<file path="config.mk">
export PLATFORM = sky130hd
export DESIGN_NAME = sysclk_ratio_chain
export DESIGN_NICKNAME = d
export VERILOG_FILES = /design/src/rtl/sysclk_chain_pkg.sv /design/src/rtl/sysclk_cfg_latch.sv /design/src/rtl/clk_tick_divider.sv /design/src/rtl/sysclk_ratio_chain.sv
export SDC_FILE = /design/constraint.sdc
export NUM_CORES = 1
export LEC_CHECK = 0
export ABC_AREA = 1
export BUFFER_PORTS_ARGS = -buffer_cell sky130_fd_sc_hd__buf_4
export CAP_MARGIN = 20
export CORE_MARGIN = 2
export CORE_UTILIZATION = 59
export CTS_BUF_LIST = sky130_fd_sc_hd__clkbuf_4 sky130_fd_sc_hd__clkbuf_8
export DETAILED_ROUTE_END_ITERATION = 10
export MAX_ROUTING_LAYER = met4
export PLACE_DENSITY = 0.87
export SYNTH_ARGS = -nofsm -noshare
export SYNTH_HDL_FRONTEND = slang
export SYNTH_HIERARCHICAL = 1
export SYNTH_SLANG_ARGS = --single-unit
export TNS_END_PERCENT = 30
</file>
<file path="constraint.sdc">
create_clock -name clk -period 2.6 [get_ports clk]
set_input_delay 0.26 -clock clk [delete_from_list [all_inputs] [get_ports clk]]
set_output_delay 0.26 -clock clk [all_outputs]
set_load 0.01 [all_outputs]
</file>
<file path="src/rtl/sysclk_chain_pkg.sv">
package sysclk_chain_pkg;
  // Width of every ratio register and divider counter (holds ratios up to 15)
  parameter int RATIO_W = 4;
  // Width of the static-bus configuration word
  parameter int SBUS_WORD_W = 16;
  // Legacy layout: position of the 4-or-5 select bit
  parameter int SBUS_LEG_BIT = 11;
  // Newer layout: position and width of the divisor-minus-one field
  parameter int SBUS_FLD_LSB = 13;
  parameter int SBUS_FLD_W = 3;
  // Bus code width and the code that saturates to the largest ratio
  parameter int BUS_CODE_W = 2;

  typedef logic [RATIO_W-1:0] ratio_t;

  typedef struct packed {
    ratio_t bus;
    ratio_t mem;
    ratio_t sbus;
  } ratio_set_t;
endpackage

</file>
<file path="src/rtl/sysclk_cfg_latch.sv">
module sysclk_cfg_latch
  import sysclk_chain_pkg::*;
#(
  parameter bit LEGACY_SBUS = 1'b0,
  parameter bit HAS_MEM_SEL = 1'b1
) (
  input  logic                   clk,
  input  logic                   rst_n,
  input  logic [BUS_CODE_W-1:0]  cfg_bus_code,
  input  logic                   cfg_mem_full,
  input  logic [SBUS_WORD_W-1:0] cfg_sbus_word,
  output ratio_set_t             ratios,
  output logic                   cap_done
);
  localparam ratio_t BUS_MAX = ratio_t'(4);
  localparam ratio_t BUS_OFS = ratio_t'(2);
  localparam logic [BUS_CODE_W-1:0] CODE_SAT = '1;

  ratio_set_t decoded;

  // Bus ratio: code plus two, top code pinned to the largest legal ratio
  always_comb begin
    if (cfg_bus_code == CODE_SAT) decoded.bus = BUS_MAX;
    else decoded.bus = ratio_t'(cfg_bus_code) + BUS_OFS;
  end

  // Memory divisor: selectable only when the select pin exists
  generate
    if (HAS_MEM_SEL) begin : g_mem_sel
      assign decoded.mem = cfg_mem_full ? ratio_t'(1) : ratio_t'(2);
    end else begin : g_mem_fixed
      assign decoded.mem = ratio_t'(2);
    end
  endgenerate

  // Static-bus divisor: layout picked by parameter
  generate
    if (LEGACY_SBUS) begin : g_sbus_leg
      assign decoded.sbus = cfg_sbus_word[SBUS_LEG_BIT] ? ratio_t'(5) : ratio_t'(4);
    end else begin : g_sbus_fld
      assign decoded.sbus =
        ratio_t'(cfg_sbus_word[SBUS_FLD_LSB +: SBUS_FLD_W]) + ratio_t'(1);
    end
  endgenerate

  always_ff @(posedge clk or negedge rst_n) begin
    if (!rst_n) begin
      cap_done    <= 1'b0;
      ratios.bus  <= BUS_OFS;
      ratios.mem  <= ratio_t'(2);
      ratios.sbus <= ratio_t'(4);
    end else if (!cap_done) begin
      cap_done <= 1'b1;
      ratios   <= decoded;
    end
  end

  AST_CFG_FROZEN: assert property (@(posedge clk) disable iff (!rst_n)
    $past(cap_done) |-> $stable(ratios)) else $error("ratios moved after capture");

  AST_CAPTURE_ONCE: assert property (@(posedge clk) disable iff (!rst_n)
    $past(cap_done) |-> cap_done) else $error("capture flag dropped");
endmodule

</file>
<file path="src/rtl/clk_tick_divider.sv">
module clk_tick_divider
  import sysclk_chain_pkg::*;
(
  input  logic   clk,
  input  logic   rst_n,
  input  logic   tick,
  input  ratio_t ratio,
  output logic   pulse
);
  ratio_t cnt;
  logic   at_end;

  assign at_end = (cnt == ratio - ratio_t'(1));
  assign pulse  = tick && at_end;

  always_ff @(posedge clk or negedge rst_n) begin
    if (!rst_n) cnt <= '0;
    else if (tick) begin
      if (at_end) cnt <= '0;
      else cnt <= cnt + ratio_t'(1);
    end
  end

  AST_PULSE_ON_TICK: assert property (@(posedge clk) disable iff (!rst_n)
    pulse |-> tick) else $error("pulse without parent tick");

  AST_CNT_IN_RANGE: assert property (@(posedge clk) disable iff (!rst_n)
    (ratio != '0) |-> (cnt < ratio)) else $error("divider count out of range");

  AST_HOLD_NO_TICK: assert property (@(posedge clk) disable iff (!rst_n)
    !tick |=> $stable(cnt)) else $error("count moved without tick");
endmodule

</file>
<file path="src/rtl/sysclk_ratio_chain.sv">
module sysclk_ratio_chain
  import sysclk_chain_pkg::*;
#(
  parameter bit LEGACY_SBUS = 1'b0,
  parameter bit HAS_MEM_SEL = 1'b1
) (
  input  logic        clk,
  input  logic        rst_n,
  input  logic [1:0]  cfg_bus_code,
  input  logic        cfg_mem_full,
  input  logic [15:0] cfg_sbus_word,
  output logic        bus_en,
  output logic        per_en,
  output logic        mem_en,
  output logic        sbus_en
);
  localparam ratio_t PER_RATIO = ratio_t'(2);

  ratio_set_t ratios;
  logic       cap_done;

  sysclk_cfg_latch #(
    .LEGACY_SBUS (LEGACY_SBUS),
    .HAS_MEM_SEL (HAS_MEM_SEL)
  ) u_cfg (
    .clk           (clk),
    .rst_n         (rst_n),
    .cfg_bus_code  (cfg_bus_code),
    .cfg_mem_full  (cfg_mem_full),
    .cfg_sbus_word (cfg_sbus_word),
    .ratios        (ratios),
    .cap_done      (cap_done)
  );

  // Bus divider counts core cycles once configuration is held
  clk_tick_divider u_bus (
    .clk (clk), .rst_n (rst_n), .tick (cap_done), .ratio (ratios.bus), .pulse (bus_en)
  );

  // Peripheral divider counts bus pulses
  clk_tick_divider u_per (
    .clk (clk), .rst_n (rst_n), .tick (bus_en), .ratio (PER_RATIO), .pulse (per_en)
  );

  // Memory divider counts bus pulses
  clk_tick_divider u_mem (
    .clk (clk), .rst_n (rst_n), .tick (bus_en), .ratio (ratios.mem), .pulse (mem_en)
  );

  // Static-bus divider counts peripheral pulses
  clk_tick_divider u_sbus (
    .clk (clk), .rst_n (rst_n), .tick (per_en), .ratio (ratios.sbus), .pulse (sbus_en)
  );

  AST_BUS_SPACED: assert property (@(posedge clk) disable iff (!rst_n)
    bus_en |=> !bus_en) else $error("bus enable back to back");

  AST_PER_UNDER_BUS: assert property (@(posedge clk) disable iff (!rst_n)
    per_en |-> bus_en) else $error("peripheral enable off bus phase");

  AST_PER_ALTERNATE: assert property (@(posedge clk) disable iff (!rst_n)
    (per_en && $past(cap_done)) |=> !per_en) else $error("peripheral enable repeated");

  AST_MEM_UNDER_BUS: assert property (@(posedge clk) disable iff (!rst_n)
    mem_en |-> bus_en) else $error("memory enable off bus phase");

  AST_SBUS_UNDER_PER: assert property (@(posedge clk) disable iff (!rst_n)
    sbus_en |-> per_en) else $error("static-bus enable off peripheral phase");

  AST_QUIET_PRECAP: assert property (@(posedge clk) disable iff (!rst_n)
    !cap_done |-> !(bus_en || per_en || mem_en || sbus_en))
    else $error("enable before capture");
endmodule

</file>
======== Word level (Yosys, flattened, before mapping) ========
Index checks and enable logic that the tools add are counted.
storage, ports and cells
  register bits after elaboration ......... 29
  output and inout bits ................... 4
  word-level logic and storage cells ...... 32
operators by class
  equality and inequality tests ........... 5
  $add $sub $neg .......................... 9
  mux-type cells .......................... 6
  reduce and logical (&&, ||, !) cells .... 4
operator list
  operator               number
  $mux W4                5
  $add A4 B1 Y4 const B  4
  $eq A4 B4 Y1           3
  $sub A4 B1 Y4 const B  3
  $add A3 B1 Y4 const B  1
  $eq A4 B1 Y1 const B   1
  $logic_and A1 B1 Y1    4
  $add A2 B2 Y3 const B  1
  $eq A2 B2 Y1 const B   1
  $mux W2                1

======== Depth between registers and ports, before layout ========
Gate-level depths: netlist (run 1).
  word-level depth ........................ 5
  depth in mapped cells ................... 17

======== By module ========
Netlist (run 1), hierarchy kept.
by module, submodules not included
  module              cells each  instances  area each (um2)
  clk_tick_divider    53          4          340.3
  sysclk_cfg_latch    45          1          446.7
  sysclk_ratio_chain  2           1          7.5

======== Worst setup path before layout (run 1) ========
Ideal clock, no wire load.
  path type ............................... register to output
  start point ............................. reg u_cfg/ratios[9] (netlist name)
  end point ............................... out sbus_en
  stages on the path, launching flop included .. 14
  path buffers ............................ 0
  setup slack ............................. 285 ps
  data arrival time ....................... 2055 ps
  cell sequence ........................... dfstp_2 inv_1 ha_1 nand2_1 inv_1 nor2_1 nand2_1 nor2_2 nand3_2 inv_1 nand3_2 inv_1 nand3_2 inv_1
between the ends
  longest elaborated chain between the ends .. 5
ends and longest elaborated chain
  item                 RTL line                  source
  $sub A4 B1 Y4        clk_tick_divider.sv:13    assign at_end = (cnt == ratio - ratio_t'(1));
  $eq A4 B4 Y1         clk_tick_divider.sv:13
  $logic_and A1 B1 Y1  clk_tick_divider.sv:14    assign pulse = tick && at_end;
  via bus_en           sysclk_ratio_chain.sv:12  output logic bus_en,
  $logic_and A1 B1 Y1  clk_tick_divider.sv:14
  via per_en           sysclk_ratio_chain.sv:13  output logic per_en,
  $logic_and A1 B1 Y1  clk_tick_divider.sv:14
  end: declaration     sysclk_ratio_chain.sv:15  output logic sbus_en
The timed path passes the listed nets, and every way through them passes these cells.

======== Worst setup path in the final report (run 1) ========
  start point ............................. reg u_cfg/ratios[9] (netlist name)
  end point ............................... out sbus_en
between the ends
  longest elaborated chain between the ends .. 5
ends and longest elaborated chain
  item                              RTL line
  $sub A4 B1 Y4                     clk_tick_divider.sv:13
  $eq A4 B4 Y1                      clk_tick_divider.sv:13
  $logic_and A1 B1 Y1 (3 in a row)  clk_tick_divider.sv:14
Every way passes these cells.

==> qor_table.md, run 1 <==
| Metric | This run | Unit |
|:---|:---|:---|
| Leading cell type by number of instances after synthesis | sky130_fd_sc_hd__nand2_1 | - |
| Post-synthesis cell type with the largest combined area | sky130_fd_sc_hd__dfrtp_1 | - |
| Post-placement cell count | 308 | - |
| CTS Sinks | 26 | - |
| Number of top-level pins | 25 | - |
| Worst Skew | 0.01335 | ns |
| Filler Cell Count | 247 | - |
| Final period utilization | 0.9443 | - |
| Layout overhead on the synthesized area | 11.72 | % |
| Total Nets Final | 312 | - |
| Clock period minus worst slack | 2.455 | ns |
| Outcome | completed | - |
| Number of endpoints failing setup at the final stage | 0 | - |
| Seq/Total Area, Yosys | 0.3604 | - |
| Mapped Cells | 259 | - |
| Share of flip-flops with an asynchronous set or reset after synthesis | 1.000 | - |
| Final wirelength | 3006 | um |
| Clock buffer count from CTS | 3 | - |
| CP endpoint kind | primary output | - |
| Clock network latency to the later pin of the worst-skew pair | 0.31 | ns |
| Number of global-route vias before repair | 1290 | - |
| Drt initial violations | 65 | - |
| Non-filler cells, final | 314 | - |
| Multiplexer share of the synthesized area | 0 | - |
| CP Data Required Time | 2.34 | ns |
| GP Congestion | 0.8065 | - |
| Drt drc | 0 | - |
| Register area | 654.4 | um^2 |
| Die boundary height | 59.47 | um |
| Overall power | 0.001261 | W |
| Number of distinct standard cells referenced by the synthesized netlist | 22 | - |
| Leakage | 1.262 | nW |
| Initial antenna violation count | 0 | - |
| Placed standard-cell area | 0.001947 | mm^2 |
| Pin count of the biggest net entering global routing | 27 | - |
| Highest achievable clock rate | 0.4073 | GHz |
| Top post-synthesis cells by count | 101 x sky130_fd_sc_hd__nand2_1, 54 x sky130_fd_sc_hd__inv_1, 23 x sky130_fd_sc_hd__dfrtp_1 | - |
| Die outline width | 59.47 | um |
| Number of enable-type register cells in the synthesized netlist | 0 | - |
| Cell area power density | 621.5 | mW/mm^2 |
| Type of the setup path with the least slack | reg -> out | - |
| Antenna-violating nets left | 0 | - |
| Largest cells by area after synthesis | sky130_fd_sc_hd__dfrtp_1 32%, sky130_fd_sc_hd__nand2_1 21%, sky130_fd_sc_hd__inv_1 11% | - |
| Critical path peak fanout | 3 | - |
| DPL Wire Length | 2208 | um |
| Share of final-layout standard cells stronger than drive strength 1 | 0.1281 | - |
| Mapped cell area | 0.001815 | mm^2 |
| Clock transition time at the flip-flop clock pins of the worst setup and hold paths | 0.13 | ns |
| Fin area | 0.002028 | mm^2 |
| Library cell used as clock root buffer | sky130_fd_sc_hd__clkbuf_4 | - |
| Number of H-tree levels | 1 | - |
| Final global-route overflow total | 0 | - |
| Number of port buffers | 11 | - |
| Synthesized area divided by synthesized cell count | 7.010 | um^2 |
| Number of buffers between clock root and the deepest sink | 2 | - |
| Fraction of the mapped netlist area in compound gates | 0.01585 | - |
| Worst slack at placement | 0.2865 | ns |
| Final-report hold violation count | 0 | - |
| CTS tree | done | - |
| Number of warning messages in the yosys log | 6 | - |
| Synthesized-area fraction occupied by and/or/nand/nor cells | 0.3218 | - |
| Global-route wire length before repair | 5126 | um |
| Mean number of vias per cell | 4.691 | - |
| Std-Cell Core Area | 0.002978 | mm^2 |
| Worst hold-check path type | in -> reg | - |
| Initial core utilization | 0.6097 | - |
| Total Routing Usage GR | 0.1929 | - |
| Dominant combinational cell family by area after synthesis | simple AND/OR/NAND/NOR gates | - |
| Yosys top cell area share | 0.3170 | - |
| Max VDD drop | 293.0 | uV |
| Die footprint | 0.003537 | mm^2 |
| CP startpoint kind | flop | - |
| Detailed-router iteration count before antenna repair | 4 | - |
| Final Slew Violations | 0 | - |
| ANT cells | 0 | - |
| Crit path DAT | 2.20 | ns |
| Multi-input gate area in the final layout | 969.7 | um^2 |
| Max cap viols | 0 | - |
| Slack of the critical path | 0.1447 | ns |
| Most used flip-flop cell after synthesis | sky130_fd_sc_hd__dfrtp_1 | - |
| Detailed-route via count | 1473 | - |
| Core occupancy in the finished layout | 0.6811 | - |
| Post-DR wirelength/cell | 9.573 | um |
| Site row count | 20 | - |
| Flip-flop and latch count after synthesis | 26 | - |
| Synthesized-area fraction occupied by xor and xnor cells | 0.09649 | - |
| Post-synthesis adder-cell area fraction | 0.06203 | - |
-- layer usage --
metal,share of wire,vias up,GRT usage
li1,-,789,-
met1,0.49,672,0.2410
met2,0.49,10,0.3312
met3,0.017,2,0.01965
met4,0.0063,0,0.05195
met5,0,-,-
-- critical path: stages, from the launching register on --
cell and delay (ns):
sky130_fd_sc_hd__dfstp_2 0.55, sky130_fd_sc_hd__inv_1 0.07, sky130_fd_sc_hd__ha_4 0.22, sky130_fd_sc_hd__nand2_1 0.07, sky130_fd_sc_hd__inv_1 0.04, sky130_fd_sc_hd__nor2_1 0.11
sky130_fd_sc_hd__nand2_1 0.08, sky130_fd_sc_hd__nor2_2 0.11, sky130_fd_sc_hd__nand3_2 0.10, sky130_fd_sc_hd__inv_2 0.10, sky130_fd_sc_hd__nand3_4 0.10, sky130_fd_sc_hd__inv_4 0.08
sky130_fd_sc_hd__nand3_4 0.08, sky130_fd_sc_hd__inv_1 0.06, sky130_fd_sc_hd__buf_4 0.11
-- layout by cell type (no fill, tap or decap), types with 2 or more instances in the layout --
cell type                  count
sky130_fd_sc_hd__buf_4        13
sky130_fd_sc_hd__clkbuf_4      4
sky130_fd_sc_hd__conb_1       11
sky130_fd_sc_hd__dfrtp_1      23
sky130_fd_sc_hd__dfstp_2       3
sky130_fd_sc_hd__ha_1          8
sky130_fd_sc_hd__inv_1        52
sky130_fd_sc_hd__nand2_1     101
sky130_fd_sc_hd__nand3_1       9
sky130_fd_sc_hd__nand3_2       2
sky130_fd_sc_hd__nand3_4       2
sky130_fd_sc_hd__nand4_1       4
sky130_fd_sc_hd__nor2_1       12
sky130_fd_sc_hd__nor2_2        4
sky130_fd_sc_hd__o21a_1        2
sky130_fd_sc_hd__xnor2_1       8
sky130_fd_sc_hd__xor2_1       12
-- what timing repair did --
action                                 CTS  global route
buffers inserted                         0             1
endpoints found under the hold margin   23             0
setup endpoints to repair                1             3
resized for setup                        1             6
hold buffers                             1             0
pin swaps                                0             2
-- stage by stage --
stage / hold WS [ns] / TNS, ns
6_report: 0.1191 / 0
5_1_grt: 0.08366 / -0.03787
4_1_cts: 0.1040 / 0
3_5_place_dp: 0.1885 / 0
3_3_place_gp: 0.1850 / 0
2_1_floorplan: -0.03559 / 0
-- state kept, by name, summed over array words and instances, names as in the netlist --
register and count:
u_cfg/cap_done 1, u_bus/cnt 4, u_sbus/cnt 4, u_per/cnt 4, u_mem/cnt 4, u_cfg/ratios 9
-- path summary, 6_finish.rpt --
check	from	end	slack, ns	cells past startpoint
max	u_cfg/ratios[9]	sbus_en	0.14	14
min	cfg_mem_full	u_cfg/ratios[5]	0.12	2
max reg2reg	u_cfg/ratios[9]	u_sbus/cnt[3]	0.39	16
min reg2reg	u_cfg/ratios[1]	u_cfg/ratios[1]	0.51	2
max in group asynchronous	rst_n	u_cfg/ratios[9]	1.90	2
min in group asynchronous	rst_n	u_mem/cnt[2]	0.38	2
-- power by group --
group          internal, W  total [W]  leakage, nW  switching [W]
Sequential        0.000500   0.000622        0.329       0.000122
Combinational     0.000198   0.000456        0.915       0.000258
Clock            0.0000702   0.000183       0.0184       0.000112
Total             0.000768    0.00126         1.26       0.000493
-- kinds of logic (layout without fill, tap and decap cells) --
kind of cell               after synthesis  count (layout)
and+or+nand+nor                        137             137
other                                    4              11
AOI/OAI and AO/OA                        4               4
DFF                                     26              26
xor gates and xnor gates                20              20
buffers and inverters                   59              74
adders and majority gates                9               9
-- layout make-up --
class                   instances  area share
multi-input cells             181      0.4781
flip-flops and latches         26      0.3226
inverters                      55      0.1055
repair buffers                 15     0.05861
well taps                      33     0.02036
clock buffers                   4     0.01481
(Power assumes the default switching activity.)
==> inputs of run 2 (changes only) <==
--- a/config.mk
+++ b/config.mk
@@ -5,15 +5,14 @@
 export SDC_FILE = /design/constraint.sdc
 export NUM_CORES = 1
 export LEC_CHECK = 0
-export ABC_AREA = 1
 export BUFFER_PORTS_ARGS = -buffer_cell sky130_fd_sc_hd__buf_4
 export CAP_MARGIN = 20
 export CORE_MARGIN = 2
-export CORE_UTILIZATION = 59
+export CORE_UTILIZATION = 58
 export CTS_BUF_LIST = sky130_fd_sc_hd__clkbuf_4 sky130_fd_sc_hd__clkbuf_8
 export DETAILED_ROUTE_END_ITERATION = 10
 export MAX_ROUTING_LAYER = met4
-export PLACE_DENSITY = 0.87
+export PLACE_DENSITY = 0.86
 export SYNTH_ARGS = -nofsm -noshare
 export SYNTH_HDL_FRONTEND = slang
 export SYNTH_HIERARCHICAL = 1
==> qor_table.md, run 2 <==
| Metric | This run | Unit |
|:---|:---|:---|
| Post-DR wirelength/cell | 13.54 | um |
| CP startpoint kind | flop | - |
| Site row count | 18 | - |
| Worst hold-check path type | in -> reg | - |
| Post-synthesis cell type with the largest combined area | sky130_fd_sc_hd__dfrtp_1 | - |
| Die footprint | 0.003137 | mm^2 |
| Share of flip-flops with an asynchronous set or reset after synthesis | 1.000 | - |
| Global-route wire length before repair | 4940 | um |
| DPL Wire Length | 2108 | um |
| Max cap viols | 0 | - |
| Critical path peak fanout | 4 | - |
| Die boundary height | 56.01 | um |
| Number of top-level pins | 25 | - |
| Mean number of vias per cell | 5.488 | - |
| Number of distinct standard cells referenced by the synthesized netlist | 21 | - |
| Yosys top cell area share | 0.3668 | - |
| CP endpoint kind | primary output | - |
| Register ranked first by flip-flop count | u_cfg/ratios | - |
| Worst Skew | 0.01124 | ns |
| Clock transition time at the flip-flop clock pins of the worst setup and hold paths | 0.15 | ns |
| Largest cells by area after synthesis | sky130_fd_sc_hd__dfrtp_1 37%, sky130_fd_sc_hd__ha_1 7.2%, sky130_fd_sc_hd__xnor3_1 5.7% | - |
| GP Congestion | 0.7730 | - |
| Cell area power density | 666.5 | mW/mm^2 |
| Number of enable-type register cells in the synthesized netlist | 0 | - |
| Mapped cell area | 0.001569 | mm^2 |
| ANT cells | 0 | - |
| Type of the setup path with the least slack | reg -> out | - |
| Commonest cells after routing, fill and taps aside | 23 x sky130_fd_sc_hd__dfrtp_1, 16 x sky130_fd_sc_hd__buf_4, 14 x sky130_fd_sc_hd__o21ai_0 | - |
| Number of global-route vias before repair | 1187 | - |
| Detailed-route via count | 1158 | - |
| Layout overhead on the synthesized area | 17.86 | % |
| Drt drc | 0 | - |
| Final period utilization | 1.028 | - |
| Pin count of the biggest net entering global routing | 27 | - |
| Number of port buffers | 11 | - |
| Antenna-violating nets left | 0 | - |
| Most used flip-flop cell after synthesis | sky130_fd_sc_hd__dfrtp_1 | - |
| Clock network latency to the later pin of the worst-skew pair | 0.32 | ns |
| Overall power | 0.001233 | W |
| Flip-flop and latch count after synthesis | 26 | - |
| Leading cell type by number of instances after synthesis | sky130_fd_sc_hd__dfrtp_1 | - |
| Number of H-tree levels | 1 | - |
| Top post-synthesis cells by count | 23 x sky130_fd_sc_hd__dfrtp_1, 14 x sky130_fd_sc_hd__o21ai_0, 12 x sky130_fd_sc_hd__inv_1, 12 x sky130_fd_sc_hd__nor3_1 | - |
| Final-report hold violation count | 0 | - |
| Leakage | 0.9148 | nW |
| Number of warning messages in the yosys log | 6 | - |
| Initial antenna violation count | 0 | - |
| Largest register FFs | 9 | - |
| RSZ-0062 raised after global routing | yes | - |
| Library cell used as clock root buffer | sky130_fd_sc_hd__clkbuf_4 | - |
| CTS Sinks | 26 | - |
| Detailed-router iteration count before antenna repair | 4 | - |
| CTS tree | done | - |
| Most frequent standard cell in the layout excluding fill and tap cells | sky130_fd_sc_hd__dfrtp_1 | - |
| Highest achievable clock rate | 0.3743 | GHz |
| Failing checks | setup timing | - |
| Max VDD drop | 566.7 | uV |
| Total Nets Final | 212 | - |
| Clock period minus worst slack | 2.672 | ns |
| Mapped Cells | 157 | - |
| Drt initial violations | 30 | - |
| Final global-route overflow total | 0 | - |
| Clock buffer count from CTS | 3 | - |
| Final wirelength | 2856 | um |
| Seq/Total Area, Yosys | 0.4171 | - |
| Total Routing Usage GR | 0.2050 | - |
| Synthesized area divided by synthesized cell count | 9.994 | um^2 |
| Worst hold margin | 0.08019 | ns |
| Share of final-layout standard cells stronger than drive strength 1 | 0.2210 | - |
| Number of endpoints failing setup at the final stage | 3 | - |
| Initial core utilization | 0.6220 | - |
| Slack of the critical path | -0.07197 | ns |
| CP Data Required Time | 2.34 | ns |
| Crit path DAT | 2.41 | ns |
| Number of buffers between clock root and the deepest sink | 2 | - |
| Die outline width | 56.01 | um |
| Std-Cell Core Area | 0.002522 | mm^2 |
| Final Slew Violations | 0 | - |
| Outcome | finished with violations | - |
-- run 2: cell types whose count changed in the layout (fill, tap and decap cells not counted), moves of 4 or more --
cell                      before  now
sky130_fd_sc_hd__mux2i_1       0    8
sky130_fd_sc_hd__nand4_1       4    0
sky130_fd_sc_hd__o21ai_0       1   14
sky130_fd_sc_hd__xor2_1       12    7
sky130_fd_sc_hd__and3_1        0    8
sky130_fd_sc_hd__nor3_1        0   12
sky130_fd_sc_hd__nor2_1       12    8
sky130_fd_sc_hd__nand2_1     101    6
sky130_fd_sc_hd__xnor3_1       0    4
sky130_fd_sc_hd__inv_1        52    8
sky130_fd_sc_hd__a21oi_1       0    4
sky130_fd_sc_hd__nor2_2        4    0
sky130_fd_sc_hd__nor3_4        0    4
-- run 2: cells by family (layout without fill, tap and decap cells) --
group                    after synthesis  after routing  synth area share
AO/OA/AOI/OAI                         18             18           0.05742
multiplexers                          11             11           0.07257
AND/OR/NAND/NOR                       48             48            0.1619
buffers and inverters                 20             36           0.05741
other                                  4             12          0.009567
flip-flops                            26             26            0.4171
adder cells (fa/ha/maj)                9              9           0.07177
XOR/XNOR                              21             21            0.1523
-- run 2: worst max-delay path: stages, from the launching register on --
cell	delay, ns
sky130_fd_sc_hd__dfstp_2	0.56
sky130_fd_sc_hd__inv_2	0.04
sky130_fd_sc_hd__ha_4	0.26
sky130_fd_sc_hd__xor2_2	0.15
sky130_fd_sc_hd__nand3_2	0.11
sky130_fd_sc_hd__nor3_4	0.31
sky130_fd_sc_hd__inv_4	0.06
sky130_fd_sc_hd__nor3_4	0.23
sky130_fd_sc_hd__inv_4	0.05
sky130_fd_sc_hd__nor3_4	0.20
sky130_fd_sc_hd__buf_6	0.13
-- run 2: path summary, 6_finish.rpt --
path	start	cells past startpoint	slack, ns	end
worst max-delay path	u_cfg/ratios[9]	10	-0.07	sbus_en
worst min-delay path	cfg_mem_full	2	0.08	u_cfg/ratios[5]
worst max register to register	u_cfg/ratios[9]	12	0.23	u_sbus/cnt[2]
worst min register to register	u_cfg/ratios[5]	2	0.53	u_cfg/ratios[5]
max in group asynchronous	rst_n	2	1.92	u_cfg/ratios[9]
min in group asynchronous	rst_n	2	0.37	u_cfg/ratios[0]
-- run 2: metrics by stage --
step | TNS, ns | utilization | instance area, um^2 | worst slack [ns] | std cells
floorplan | -0.1254 | - | 1660 | -0.06632 | 165
global placement | 0 | 0.6949 | 1753 | 0.2055 | 203
detailed placement | 0 | 0.6949 | 1753 | 0.1712 | 203
CTS | -0.2196 | 0.7262 | 1832 | -0.08205 | 210
global route | -0.5986 | 0.7331 | 1849 | -0.2386 | 211
finish | -0.1329 | 0.7331 | 1849 | -0.07197 | 211
-- run 2: routing by layer --
metal  up-vias  wire, um  GRT usage
li1        564         -          -
met2        14      1578     0.3630
met4         0         0    0.06463
met3         0        91    0.03023
met1       580      1185     0.2390
met5         -         0          -
-- run 2: what timing repair did --
action,in CTS,in global routing
endpoints found under the hold margin,23,0
resized for setup,3,4
endpoints found under the setup margin,3,3
hold buffers,1,0
gates cloned,0,0
pin swaps,4,4
setup buffers,2,1
-- run 2: final cells by class --
type                       count  area (um^2)
fill                         192        673.1
tap                           30        37.54
timing repair buffer          20        163.9
sequential                    26        654.4
clock buffer                   4        36.28
multi-input combinational    119        904.6
inverter                      12        52.55
-- run 2: power breakdown --
part / internal (W) / switching (W) / total (W)
Clock: 0.0000856 / 0.000119 / 0.000204
Sequential: 0.000494 / 0.000103 / 0.000597
Combinational: 0.000223 / 0.000208 / 0.000431
Total: 0.000803 / 0.000430 / 0.00123
